--- src/rtl/legacy_steer_pkg.sv ---
package legacy_steer_pkg;
  localparam int SEG_COUNT = 13;
  localparam int ATTR_REGS = 7;
  localparam int SEG_W     = $clog2(SEG_COUNT);

  typedef struct packed {
    logic wr_en;
    logic rd_en;
  } seg_attr_t;

  typedef struct packed {
    logic to_dram;
    logic illegal;
  } route_t;
endpackage

--- src/rtl/lsu_attr_regs.sv ---
module lsu_attr_regs
  import legacy_steer_pkg::*;
#(
  parameter int CFG_AW   = 8,
  parameter int REG_BASE = 'h90
) (
  input  logic                         clk,
  input  logic                         rst_n,
  input  logic                         cfg_we,
  input  logic [CFG_AW-1:0]            cfg_addr,
  input  logic [7:0]                   cfg_wdata,
  input  logic                         set_err,
  output logic [7:0]                   cfg_rdata,
  output logic                         err_flag,
  output seg_attr_t [SEG_COUNT-1:0]    seg_attr
);
  localparam int STAT_OFF = REG_BASE + ATTR_REGS;

  logic [ATTR_REGS-1:0][7:0] regs_q;
  logic                      err_q;
  logic                      clr_err;

  function automatic logic [7:0] keep_mask(input int idx);
    return (idx == 0) ? 8'h30 : 8'h33;
  endfunction

  always_ff @(posedge clk or negedge rst_n) begin
    if (!rst_n) begin
      regs_q <= '0;
    end else if (cfg_we) begin
      for (int r = 0; r < ATTR_REGS; r++) begin
        if (cfg_addr == CFG_AW'(REG_BASE + r)) regs_q[r] <= cfg_wdata & keep_mask(r);
      end
    end
  end

  assign clr_err = cfg_we && (cfg_addr == CFG_AW'(STAT_OFF)) && ((cfg_wdata & 8'h01) != 8'h00);

  always_ff @(posedge clk or negedge rst_n) begin
    if (!rst_n)       err_q <= 1'b0;
    else if (set_err) err_q <= 1'b1;
    else if (clr_err) err_q <= 1'b0;
  end

  assign err_flag = err_q;

  always_comb begin
    cfg_rdata = '0;
    for (int r = 0; r < ATTR_REGS; r++) begin
      if (cfg_addr == CFG_AW'(REG_BASE + r)) cfg_rdata = regs_q[r];
    end
    if (cfg_addr == CFG_AW'(STAT_OFF)) cfg_rdata = {7'b0, err_q};
  end

  generate
    for (genvar s = 0; s < SEG_COUNT - 1; s++) begin : g_seg
      if (s % 2 == 0) begin : g_lo
        assign seg_attr[s] = seg_attr_t'(regs_q[1 + s/2][1:0]);
      end else begin : g_hi
        assign seg_attr[s] = seg_attr_t'(regs_q[1 + s/2][5:4]);
      end
    end
  endgenerate
  assign seg_attr[SEG_COUNT-1] = seg_attr_t'(regs_q[0][5:4]);
endmodule

--- src/rtl/lsu_seg_decode.sv ---
module lsu_seg_decode
  import legacy_steer_pkg::*;
#(
  parameter int ADDR_W = 32
) (
  input  logic [ADDR_W-1:0] addr,
  output logic              in_win,
  output logic [SEG_W-1:0]  seg_idx
);
  localparam logic [ADDR_W-1:0] WIN_LO = ADDR_W'(32'h000C_0000);
  localparam logic [ADDR_W-1:0] WIN_HI = ADDR_W'(32'h000F_FFFF);

  assign in_win  = (addr >= WIN_LO) && (addr <= WIN_HI);
  assign seg_idx = (addr[17:16] == 2'b11) ? SEG_W'(SEG_COUNT - 1) : SEG_W'(addr[17:14]);
endmodule

--- src/rtl/lsu_route_stage.sv ---
module lsu_route_stage
  import legacy_steer_pkg::*;
(
  input  logic   clk,
  input  logic   rst_n,
  input  logic   in_valid,
  output logic   in_ready,
  input  route_t in_route,
  output logic   out_valid,
  input  logic   out_ready,
  output route_t out_route
);
  assign in_ready = !out_valid || out_ready;

  always_ff @(posedge clk or negedge rst_n) begin
    if (!rst_n)        out_valid <= 1'b0;
    else if (in_ready) out_valid <= in_valid;
  end

  always_ff @(posedge clk or negedge rst_n) begin
    if (!rst_n)                     out_route <= '0;
    else if (in_valid && in_ready)  out_route <= in_route;
  end
endmodule

--- src/rtl/legacy_steer.sv ---
module legacy_steer
  import legacy_steer_pkg::*;
#(
  parameter int ADDR_W   = 32,
  parameter int CFG_AW   = 8,
  parameter int REG_BASE = 'h90
) (
  input  logic              clk,
  input  logic              rst_n,
  input  logic              cfg_we,
  input  logic [CFG_AW-1:0] cfg_addr,
  input  logic [7:0]        cfg_wdata,
  output logic [7:0]        cfg_rdata,
  output logic              err_flag,
  input  logic              req_valid,
  output logic              req_ready,
  input  logic [ADDR_W-1:0] req_addr,
  input  logic              req_write,
  input  logic              req_host,
  output logic              rsp_valid,
  input  logic              rsp_ready,
  output logic              rsp_to_dram,
  output logic              rsp_illegal
);
  seg_attr_t [SEG_COUNT-1:0] seg_attr;
  seg_attr_t                 hit;
  logic                      in_win;
  logic [SEG_W-1:0]          seg_idx;
  logic                      dir_ok;
  logic                      set_err;
  route_t                    new_route;
  route_t                    held_route;

  lsu_attr_regs #(.CFG_AW(CFG_AW), .REG_BASE(REG_BASE)) u_regs (
    .clk       (clk),
    .rst_n     (rst_n),
    .cfg_we    (cfg_we),
    .cfg_addr  (cfg_addr),
    .cfg_wdata (cfg_wdata),
    .set_err   (set_err),
    .cfg_rdata (cfg_rdata),
    .err_flag  (err_flag),
    .seg_attr  (seg_attr)
  );

  lsu_seg_decode #(.ADDR_W(ADDR_W)) u_dec (
    .addr    (req_addr),
    .in_win  (in_win),
    .seg_idx (seg_idx)
  );

  always_comb begin
    hit = '0;
    for (int s = 0; s < SEG_COUNT; s++) begin
      if (seg_idx == SEG_W'(s)) hit = seg_attr[s];
    end
  end

  assign dir_ok              = req_write ? hit.wr_en : hit.rd_en;
  assign new_route.illegal   = in_win && !req_host && !(hit.rd_en && hit.wr_en);
  assign new_route.to_dram   = !in_win || (dir_ok && !new_route.illegal);
  assign set_err             = req_valid && req_ready && new_route.illegal;

  lsu_route_stage u_stage (
    .clk       (clk),
    .rst_n     (rst_n),
    .in_valid  (req_valid),
    .in_ready  (req_ready),
    .in_route  (new_route),
    .out_valid (rsp_valid),
    .out_ready (rsp_ready),
    .out_route (held_route)
  );

  assign rsp_to_dram = held_route.to_dram;
  assign rsp_illegal = held_route.illegal;
endmodule

--- config.mk ---
export PLATFORM = sky130hd
export DESIGN_NAME = legacy_steer
export DESIGN_NICKNAME = d
export VERILOG_FILES = /design/src/rtl/legacy_steer_pkg.sv /design/src/rtl/lsu_attr_regs.sv /design/src/rtl/lsu_seg_decode.sv /design/src/rtl/lsu_route_stage.sv /design/src/rtl/legacy_steer.sv
export SDC_FILE = /design/constraint.sdc
export NUM_CORES = 1
export LEC_CHECK = 0
export ABC_AREA = 1
export BUFFER_PORTS_ARGS = -buffer_cell sky130_fd_sc_hd__buf_2
export CORE_MARGIN = 8
export CORE_UTILIZATION = 49
export DETAILED_ROUTE_END_ITERATION = 10
export PLACE_DENSITY = 0.84
export SYNTH_ARGS = -nofsm -noshare
export SYNTH_HDL_FRONTEND = slang
export SYNTH_SLANG_ARGS = --single-unit
--- constraint.sdc ---
create_clock -name clk -period 2.15 [get_ports clk]
set_input_delay 0.43 -clock clk [delete_from_list [all_inputs] [get_ports clk]]
set_output_delay 0.43 -clock clk [all_outputs]
set_load 0.03 [all_outputs]
=== Yosys cells after proc, flatten, opt, wreduce, memory -nomap -nowiden ===
Index checks and enable logic that the tools add are counted.

* Input port bits: 55
* Word-level logic and storage cells: 84
* Bits in registers: 30
* Output and inout port bits: 13

* Magnitude comparators: 2
* Multiplexer cells: 25
* Reduce and logical (&&, ||, !) cells: 25
* Eq/ne operators: 21

{| class="wikitable"
|+ Operators by type and width
! operator !! number
|-
| $eq A8 B8 Y1 const B || 8
|-
| $mux W6 || 8
|-
| $ge A32 B20 Y1 const B || 1
|-
| $le A32 B20 Y1 const B || 1
|-
| $mux W2 || 13
|-
| $eq A4 B4 Y1 const B || 5
|-
| $eq A4 B3 Y1 const B || 4
|-
| $reduce_and A2 Y1 || 7
|-
| $logic_and A1 B1 Y1 || 9
|-
| $eq A4 B2 Y1 const B || 2
|-
| $logic_not A1 Y1 || 5
|-
| $eq A4 B1 Y1 const B || 1
|-
| $logic_not A4 Y1 || 1
|-
| $mux W4 || 1
|-
| $mux W1 || 3
|-
| $eq A2 B2 Y1 const B || 1
|-
| $logic_or A1 B1 Y1 || 2
|-
| $reduce_bool A2 Y1 || 1
|}

=== Longest topological paths before layout ===
Gate-level depths: netlist of the first run.

* Depth after elaboration: 22
* Gate-level depth with buffers: 16

=== Cells and area by module ===
Synthesis of the first run repeated with hierarchy kept, for this count alone.

* Cells, all modules: 314
* Area, all modules: 2100.8 um2

{| class="wikitable"
|+ Modules (own cells, without submodules)
! module !! times used !! cells an instance !! area each (um2) !! sequential area each (um2)
|-
| lsu_attr_regs || 1 || 189 || 1460.2 || 675.6
|-
| legacy_steer || 1 || 90 || 416.6 || 0.0
|-
| lsu_route_stage || 1 || 13 || 130.1 || 75.1
|-
| lsu_seg_decode || 1 || 22 || 93.8 || 0.0
|}

=== Least setup slack after synthesis of the first run ===
Ideal clock, no wire load.

* Path type: input-to-output
* Start point: input cfg_addr[5]
* End point: output cfg_rdata[1]
* Data required time: 1.720 ns
* Path buffers: 0
* Path slack: -0.132 ns
* Cell stages on the path: 9
* Arrival: 1.852 ns
* Cells stage by stage: nor2_1 -> nand3_1 -> nor3_2 -> inv_1 -> nor2_2 -> inv_1 -> o211ai_1 -> a21oi_1 -> a31oi_1

* Word-level cells in the longest chain between the ends: 8

{| class="wikitable"
|+ RTL lines
! element !! RTL line !! RTL
|-
| from (decl) || legacy_steer.sv:11 || <nowiki>input logic [CFG_AW-1:0] cfg_addr,</nowiki>
|-
| $eq A8 B8 Y1 || lsu_attr_regs.sv:50 || <nowiki>if (cfg_addr == CFG_AW'(REG_BASE + r)) cfg_rdata = regs_q[r];</nowiki>
|-
| $mux W6 (6 in a row) || lsu_attr_regs.sv:50 ||
|-
| $mux W6 * || lsu_attr_regs.sv:52 || <nowiki>if (cfg_addr == CFG_AW'(STAT_OFF)) cfg_rdata = {7'b0, err_q};</nowiki>
|-
| to (decl) || legacy_steer.sv:13 || <nowiki>output logic [7:0] cfg_rdata,</nowiki>
|}

Every way passes the cells marked *; elsewhere a longest branch is shown, timed or not.

=== Worst setup path after layout of the first run ===
* Start point: input cfg_addr[5]
* End point: output cfg_rdata[4]

* Word-level cells in the longest chain between the ends: 9

{| class="wikitable"
|+ RTL lines
! element !! RTL line
|-
| $eq A8 B8 Y1 || lsu_attr_regs.sv:50
|-
| $mux W6 (7 in a row) || lsu_attr_regs.sv:50
|-
| $mux W6 * || lsu_attr_regs.sv:52
|}

Marks and branches as above.

==> results of run 1 <==
## Yosys cell counts (all sizes together)
cell	number
buf	5
nand2b	1
conb	1
nand4	11
o22ai	1
dfrtp	30
nor3	5
a221oi	1
inv	46
a31oi	1
nand3	13
clkinv	1
nor4	4
o211ai	3
or2	1
a21oi	8
nand2	86
nor2	23
nand3b	1
o21ai	31
## layout by cell type (no fill, tap or decap), types with 6 or more instances in the layout
cell	count
clkbuf_8	6
buf_6	6
dfrtp_1	30
o21ai_0	26
nand4_1	9
buf_2	40
nand3_1	12
nand2_1	81
nor2_1	21
buf_4	21
inv_1	42
a21oi_1	8
## stage by stage
step / hold WS, ps / std cells
floorplan: 134 / 276
global placement: 461 / 374
detailed placement: 466 / 374
CTS: 192 / 394
global route: 226 / 394
finish: 181 / 394
## worst reg2reg max path: stages (launching register included)
cell,delay (ps)
dfrtp_1,380
inv_1,110
nand3_1,90
nand2_1,70
nand3_1,60
nand2_1,80
nand4_1,90
nand2_1,90
nand4_2,90
nand2_1,70
inv_1,50
nand2_2,50
nand2_1,50
nand3_1,70
nand2_1,50
## state kept, by name, summed over array words and instances (netlist names)
register           flops
u_stage.out_route      2
u_regs.err_flag        1
u_stage.out_valid      1
u_regs.seg_attr       26
## area by class of cell
class	count	area, sq um
inverters	47	178
repair buffers	67	425
clock buffers	7	86.3
multi-input cells	194	951
well taps	48	60.1
fillers	305	1200
clock inverters	1	5.00
flip-flops and latches	30	751
## worst max path at each step
stage                         to  slack, ps  cells after the start
global route        cfg_rdata[4]       -220                     15
CTS                 cfg_rdata[1]        -50                     11
floorplan           cfg_rdata[1]         30                      9
detailed placement  cfg_rdata[1]       -160                     11
finish              cfg_rdata[4]       -150                     15
global placement    cfg_rdata[4]       -140                     13
## metal layers
layer,up-vias,global-route usage
li1,1011,-
met1,917,0.208
met2,71,0.300
met3,19,0.0311
met4,0,0.0906
met5,-,0
## power groups by stage
| stage | registers (uW) | logic (uW) | clock network [uW] |
|---|---|---|---|
| 4_1_cts | 614 | 189 | 456 |
| 3_3_place_gp | 622 | 176 | 0 |
| 3_5_place_dp | 623 | 181 | 0 |
| 6_report | 616 | 190 | 439 |
| 2_1_floorplan | 626 | 98.2 | 0 |
| 5_1_grt | 618 | 214 | 487 |
## logic make-up (layout without fill, tap and decap cells)
kind of cell,Yosys count,after routing,synth area share
other cells,1,4,0.00202
buf+inv,52,122,0.115
flops,30,30,0.405
compound gates,45,45,0.131
simple gates,145,145,0.348
## timing repair
item                                    4_1_cts  5_1_grt
endpoints found under the setup margin        4        6
buffers inserted                             12        0
resized for setup                            23        0
pin swaps                                     2        0
==> flow_summary_export.csv, run 1 <==
group,metric,value,unit
status,status,"complete, but fails checks",
status,violations,"setup timing",
final_layout,area_growth,32.5,%
place,port_buffers,45,
pwr,p_leak,0.00129,uW
timing,layout_setup_ws,-149,ps
die,core,0.00366,sq mm
setup_path,worstPathArrival,1870,ps
timing,final.period_utilization,1.07,
synthesis,yosysTopAreaCellShare,0.405,
global_routing,gr-total-overflow,0,
timing,layout_min_cycle_time,2300,ps
detailed_routing,drt_iter0_drc,128,
timing,slew_violations,0,
clocking,cts-root-buf,"clkbuf_8",
setup_path,critPathBufInv,4,
global_routing,grt_max_degree,31,
clocking,cts_tree,"built",
timing,hold_viol,0,
clocking,clk_latency,270,ps
setup_path,cpMostUsedCell,"o21ai_1",
die,rows,22,
detailed_routing,route.detailed.drc,0,
setup_path,crit_start,"cfg_addr[5]",
final_layout,final_nets,400,
detailed_routing,wirelength,5250,um
setup_path,critical_path.top_delay_family,"simple AND/OR/NAND/NOR gates",
final_layout,utilization,0.671,
detailed_routing,viasPerCell,5.12,
timing,fin_skew,4.53,ps
die,initial_core_util,0.506,
synthesis,synth.avg_cell_area,6.79,sq um
detailed_routing,routed.top_layer,"met4",
timing,rsz0062_at_grt,"yes",
synthesis,syn-cell-area,0.00185,sq mm
timing,max_freq,0.435,GHz
synthesis,yosys_warnings,0,
setup_path,path_max_fanout,3,
synthesis,synth_area_leader_cell,"dfrtp_1",
setup_path,critical-path-max-stage-delay,160,ps
final_layout,postLayoutCellArea,0.00246,sq mm
die,floorplan.die.height,77.5,um
global_routing,grtUsageTotal,0.176,
hold_path,hold_path.class,"in2async",
synthesis,synthTopCellsByArea,"dfrtp_1 (40%), nand2_1 (17%), inv_1 (8.7%)",
global_routing,first_global_vias,2012,
setup_path,ff2ff_path_depth,14,
setup_path,path_cells,"buf_6 -> nor2_4 -> nand3_2 -> nor3_4 -> nand2_1 -> inv_1 -> nand2_1 -> o21ai_1 -> a21oi_1 -> o21ai_1 -> a21oi_1 -> o211ai_1 -> o21ai_1 -> inv_1 -> buf_6",
pwr,p_switching,329,uW
detailed_routing,ant_nets,0,
setup_path,cpMaxStageDelayCell,"nor3_4",
detailed_routing,m1WireLength,2170,um
detailed_routing,via_count,2018,
die,die_area,0.00601,sq mm
synthesis,synth_cells,273,
global_routing,grt_pass1_wl,8870,um
detailed_routing,wl_met2,2520,um
die,die_w,77.5,um
pwr,power_density,507,mW/mm^2
setup_path,reg2reg_from,"u_regs.seg_attr[3]",
clocking,htreeDepth,2,
timing,setup_viol,6,
clocking,cts.sinks,30,
setup_path,end_kind,"output port",
pwr,finalPower,1240,uW
place,hpwlAfterDp,4010,um
setup_path,worstReg2RegEnd,"u_stage.out_route[1]",
pwr,ir_drop,0.000484,V
synthesis,ys_seq_area_frac,0.405,
timing,worstMarginPinSlew,640,ps
place,dpl_cell_area,0.00220,sq mm
detailed_routing,wl_per_cell,13.3,um
synthesis,synth_cell_types,29,
die,io_pins,68,
synthesis,ys_seq_elements,30,
setup_path,critPathKind,"in2out",
pwr,seqPwrFrac,0.495,
pwr,combPwrFrac,0.152,
pwr,cell_internal_pwr,916,uW
setup_path,r2r_slack,630,ps
run,drv_cap,0,
timing,slew_headroom,0.574,
global_routing,antenna_found_initial,0,
pwr,switching_share,0.264,
clocking,postCtsHoldBufs,0,
detailed_routing,dr.pass1.iters,5,
clocking,numCtsBuffers,5,
setup_path,critPathRequiredTime,1720,ps
setup_path,start_kind,"input port",
place,pre_cts_slack,-162,ps
clocking,clk_pin_slew,60,ps
final_layout,num_antenna_cells,0,
timing,fin_tns_setup,-563,ps
place,place_congestion,0.957,
pwr,clkPwrFrac,0.353,
detailed_routing,dr_wl_met3,379,um
clocking,clk_path_buf_depth,2,
final_layout,drive_gt1_frac,0.272,
Power figures use the tool's default switching activity.
==> run 2: changes to the inputs <==
--- a/config.mk
+++ b/config.mk
@@ -8,9 +8,10 @@
 export ABC_AREA = 1
 export BUFFER_PORTS_ARGS = -buffer_cell sky130_fd_sc_hd__buf_2
 export CORE_MARGIN = 8
-export CORE_UTILIZATION = 49
+export CORE_UTILIZATION = 51
+export CTS_BUF_LIST = sky130_fd_sc_hd__clkbuf_8
 export DETAILED_ROUTE_END_ITERATION = 10
-export PLACE_DENSITY = 0.84
+export PLACE_DENSITY = 0.87
 export SYNTH_ARGS = -nofsm -noshare
 export SYNTH_HDL_FRONTEND = slang
 export SYNTH_SLANG_ARGS = --single-unit
==> flow_summary_export.csv, run 2 (synthesis gave the netlist of run 1 again) <==
group,metric,value,unit
status,status,"complete, but fails checks",
status,violations,"setup timing",
setup_path,worstReg2RegEnd,"u_stage.out_route[1]",
clocking,htreeDepth,2,
place,pre_cts_slack,-192,ps
setup_path,end_kind,"output port",
final_layout,num_antenna_cells,0,
detailed_routing,drt_iter0_drc,207,
clocking,cts.sinks,30,
timing,layout_setup_ws,-152,ps
global_routing,grt_max_degree,31,
setup_path,ff2ff_path_depth,14,
timing,slew_headroom,0.587,
setup_path,start_kind,"input port",
detailed_routing,ant_nets,0,
detailed_routing,viasPerCell,5.30,
global_routing,grtUsageTotal,0.191,
timing,rsz0062_at_grt,"yes",
final_layout,final_common_cell,"nand2_1",
place,hpwlAfterDp,4010,um
place,dp.cells,373,
final_layout,largest_reg_flops,26,
setup_path,worstPathArrival,1870,ps
clocking,cts_tree,"built",
detailed_routing,via_count,2089,
final_layout,final_cell_mix,"nand2_1 (82), inv_1 (43), buf_2 (40)",
clocking,cts-root-buf,"clkbuf_8",
die,floorplan.die.height,76.3,um
timing,max_freq,0.434,GHz
clocking,postCtsHoldBufs,0,
final_layout,final_cells,394,
pwr,power_density,509,mW/mm^2
pwr,p_leak,0.00131,uW
final_layout,area_growth,32.6,%
setup_path,critical_path.endpoint,"cfg_rdata[4]",
timing,fin_tns_setup,-540,ps
setup_path,reg2reg_from,"u_regs.seg_attr[3]",
setup_path,cpMaxStageDelayCell,"nor3_4",
final_layout,nFillCells,298,
global_routing,gr-total-overflow,0,
die,rows,22,
timing,slew_violations,0,
final_layout,drive_gt1_frac,0.275,
detailed_routing,dr.pass1.iters,4,
die,die_area,0.00582,sq mm
die,initial_core_util,0.518,
setup_path,critPathKind,"in2out",
hold_path,hold_path.class,"in2async",
setup_path,path_cells,"buf_6 -> nor2_4 -> nand3_2 -> nor3_4 -> buf_4 -> nand2_4 -> o21ai_2 -> a21oi_1 -> o21ai_1 -> a21oi_1 -> o211ai_1 -> o21ai_1 -> inv_1 -> buf_6",
place,place_congestion,0.931,
setup_path,path_max_fanout,4,
place,port_buffers,45,
detailed_routing,wirelength,5490,um
timing,final.period_utilization,1.07,
timing,layout_min_cycle_time,2300,ps
timing,fin_skew,6.65,ps
timing,holdWs,167,ps
clocking,clk_pin_slew,60,ps
setup_path,crit_start,"cfg_addr[6]",
setup_path,critical-path-max-stage-delay,210,ps
timing,hold_viol,0,
die,die_w,76.3,um
global_routing,grt_pass1_wl,9200,um
clocking,numCtsBuffers,5,
detailed_routing,route.detailed.drc,0,
global_routing,antenna_found_initial,0,
detailed_routing,wl_per_cell,13.9,um
global_routing,first_global_vias,2073,
timing,setup_viol,6,
final_layout,final_nets,400,
clocking,clk_latency,280,ps
die,core,0.00358,sq mm
clocking,clk_path_buf_depth,2,
pwr,ir_drop,0.000561,V
run,drv_cap,0,
die,io_pins,68,
setup_path,r2r_slack,640,ps
setup_path,critPathRequiredTime,1720,ps
timing,worstMarginPinSlew,620,ps
## run 2: how the worst min path moves through the flow
stage                               from              endpoint  depth (start not counted)  slack (ps)
floorplan                          rst_n       u_regs.err_flag                          0         130
global placement    u_stage.out_route[1]  u_stage.out_route[1]                          2         460
detailed placement  u_stage.out_route[1]  u_stage.out_route[1]                          2         470
CTS                                rst_n    u_regs.seg_attr[5]                          1         190
global route                       rst_n    u_regs.seg_attr[8]                          1         220
finish                             rst_n    u_regs.seg_attr[3]                          1         170
## run 2: cell type report
type                       count  area, sq um  area share
timing repair buffer          67          422       0.172
clock buffer                   6         82.6      0.0336
sequential                    30          751       0.305
inverter                      47          178      0.0723
tap                           48         60.1      0.0244
multi-input combinational    194          957       0.389
clock inverter                 2         8.76     0.00356
## run 2: per-layer routing
metal / vias up / part of all wire / global-route usage
met5: - / 0 / 0
li1: 1017 / - / -
met2: 106 / 0.47 / 0.310
met1: 932 / 0.39 / 0.215
met4: 0 / 0.061 / 0.140
met3: 34 / 0.076 / 0.0425
## run 2: timing repair
item                       CTS  global route
buffers inserted            12             1
pin swaps                    4             4
setup endpoints to repair    4             6
resized for setup           19             4
## run 2: through the flow
stage                     power [uW]   util  cell area [sq um]
after global routing            1320  0.687               2460
final                           1250  0.687               2460
after global placement           799  0.612               2190
after floorplan                  724      -               1870
after detailed placement         804  0.612               2190
after CTS                       1260  0.681               2440
## run 2: where the power goes
group	internal (uW)	leakage, uW	total [uW]	switching, uW
combinational	65.5	0.000846	191	125
clock	253	0.0000524	444	191
sequential	593	0.000409	617	24.8
## run 2: critical path: cells and delay by family
kind,cells,cell delay [ps]
AOI/OAI and AO/OA,6,520
buffers and inverters,4,470
and+or+nand+nor,4,460
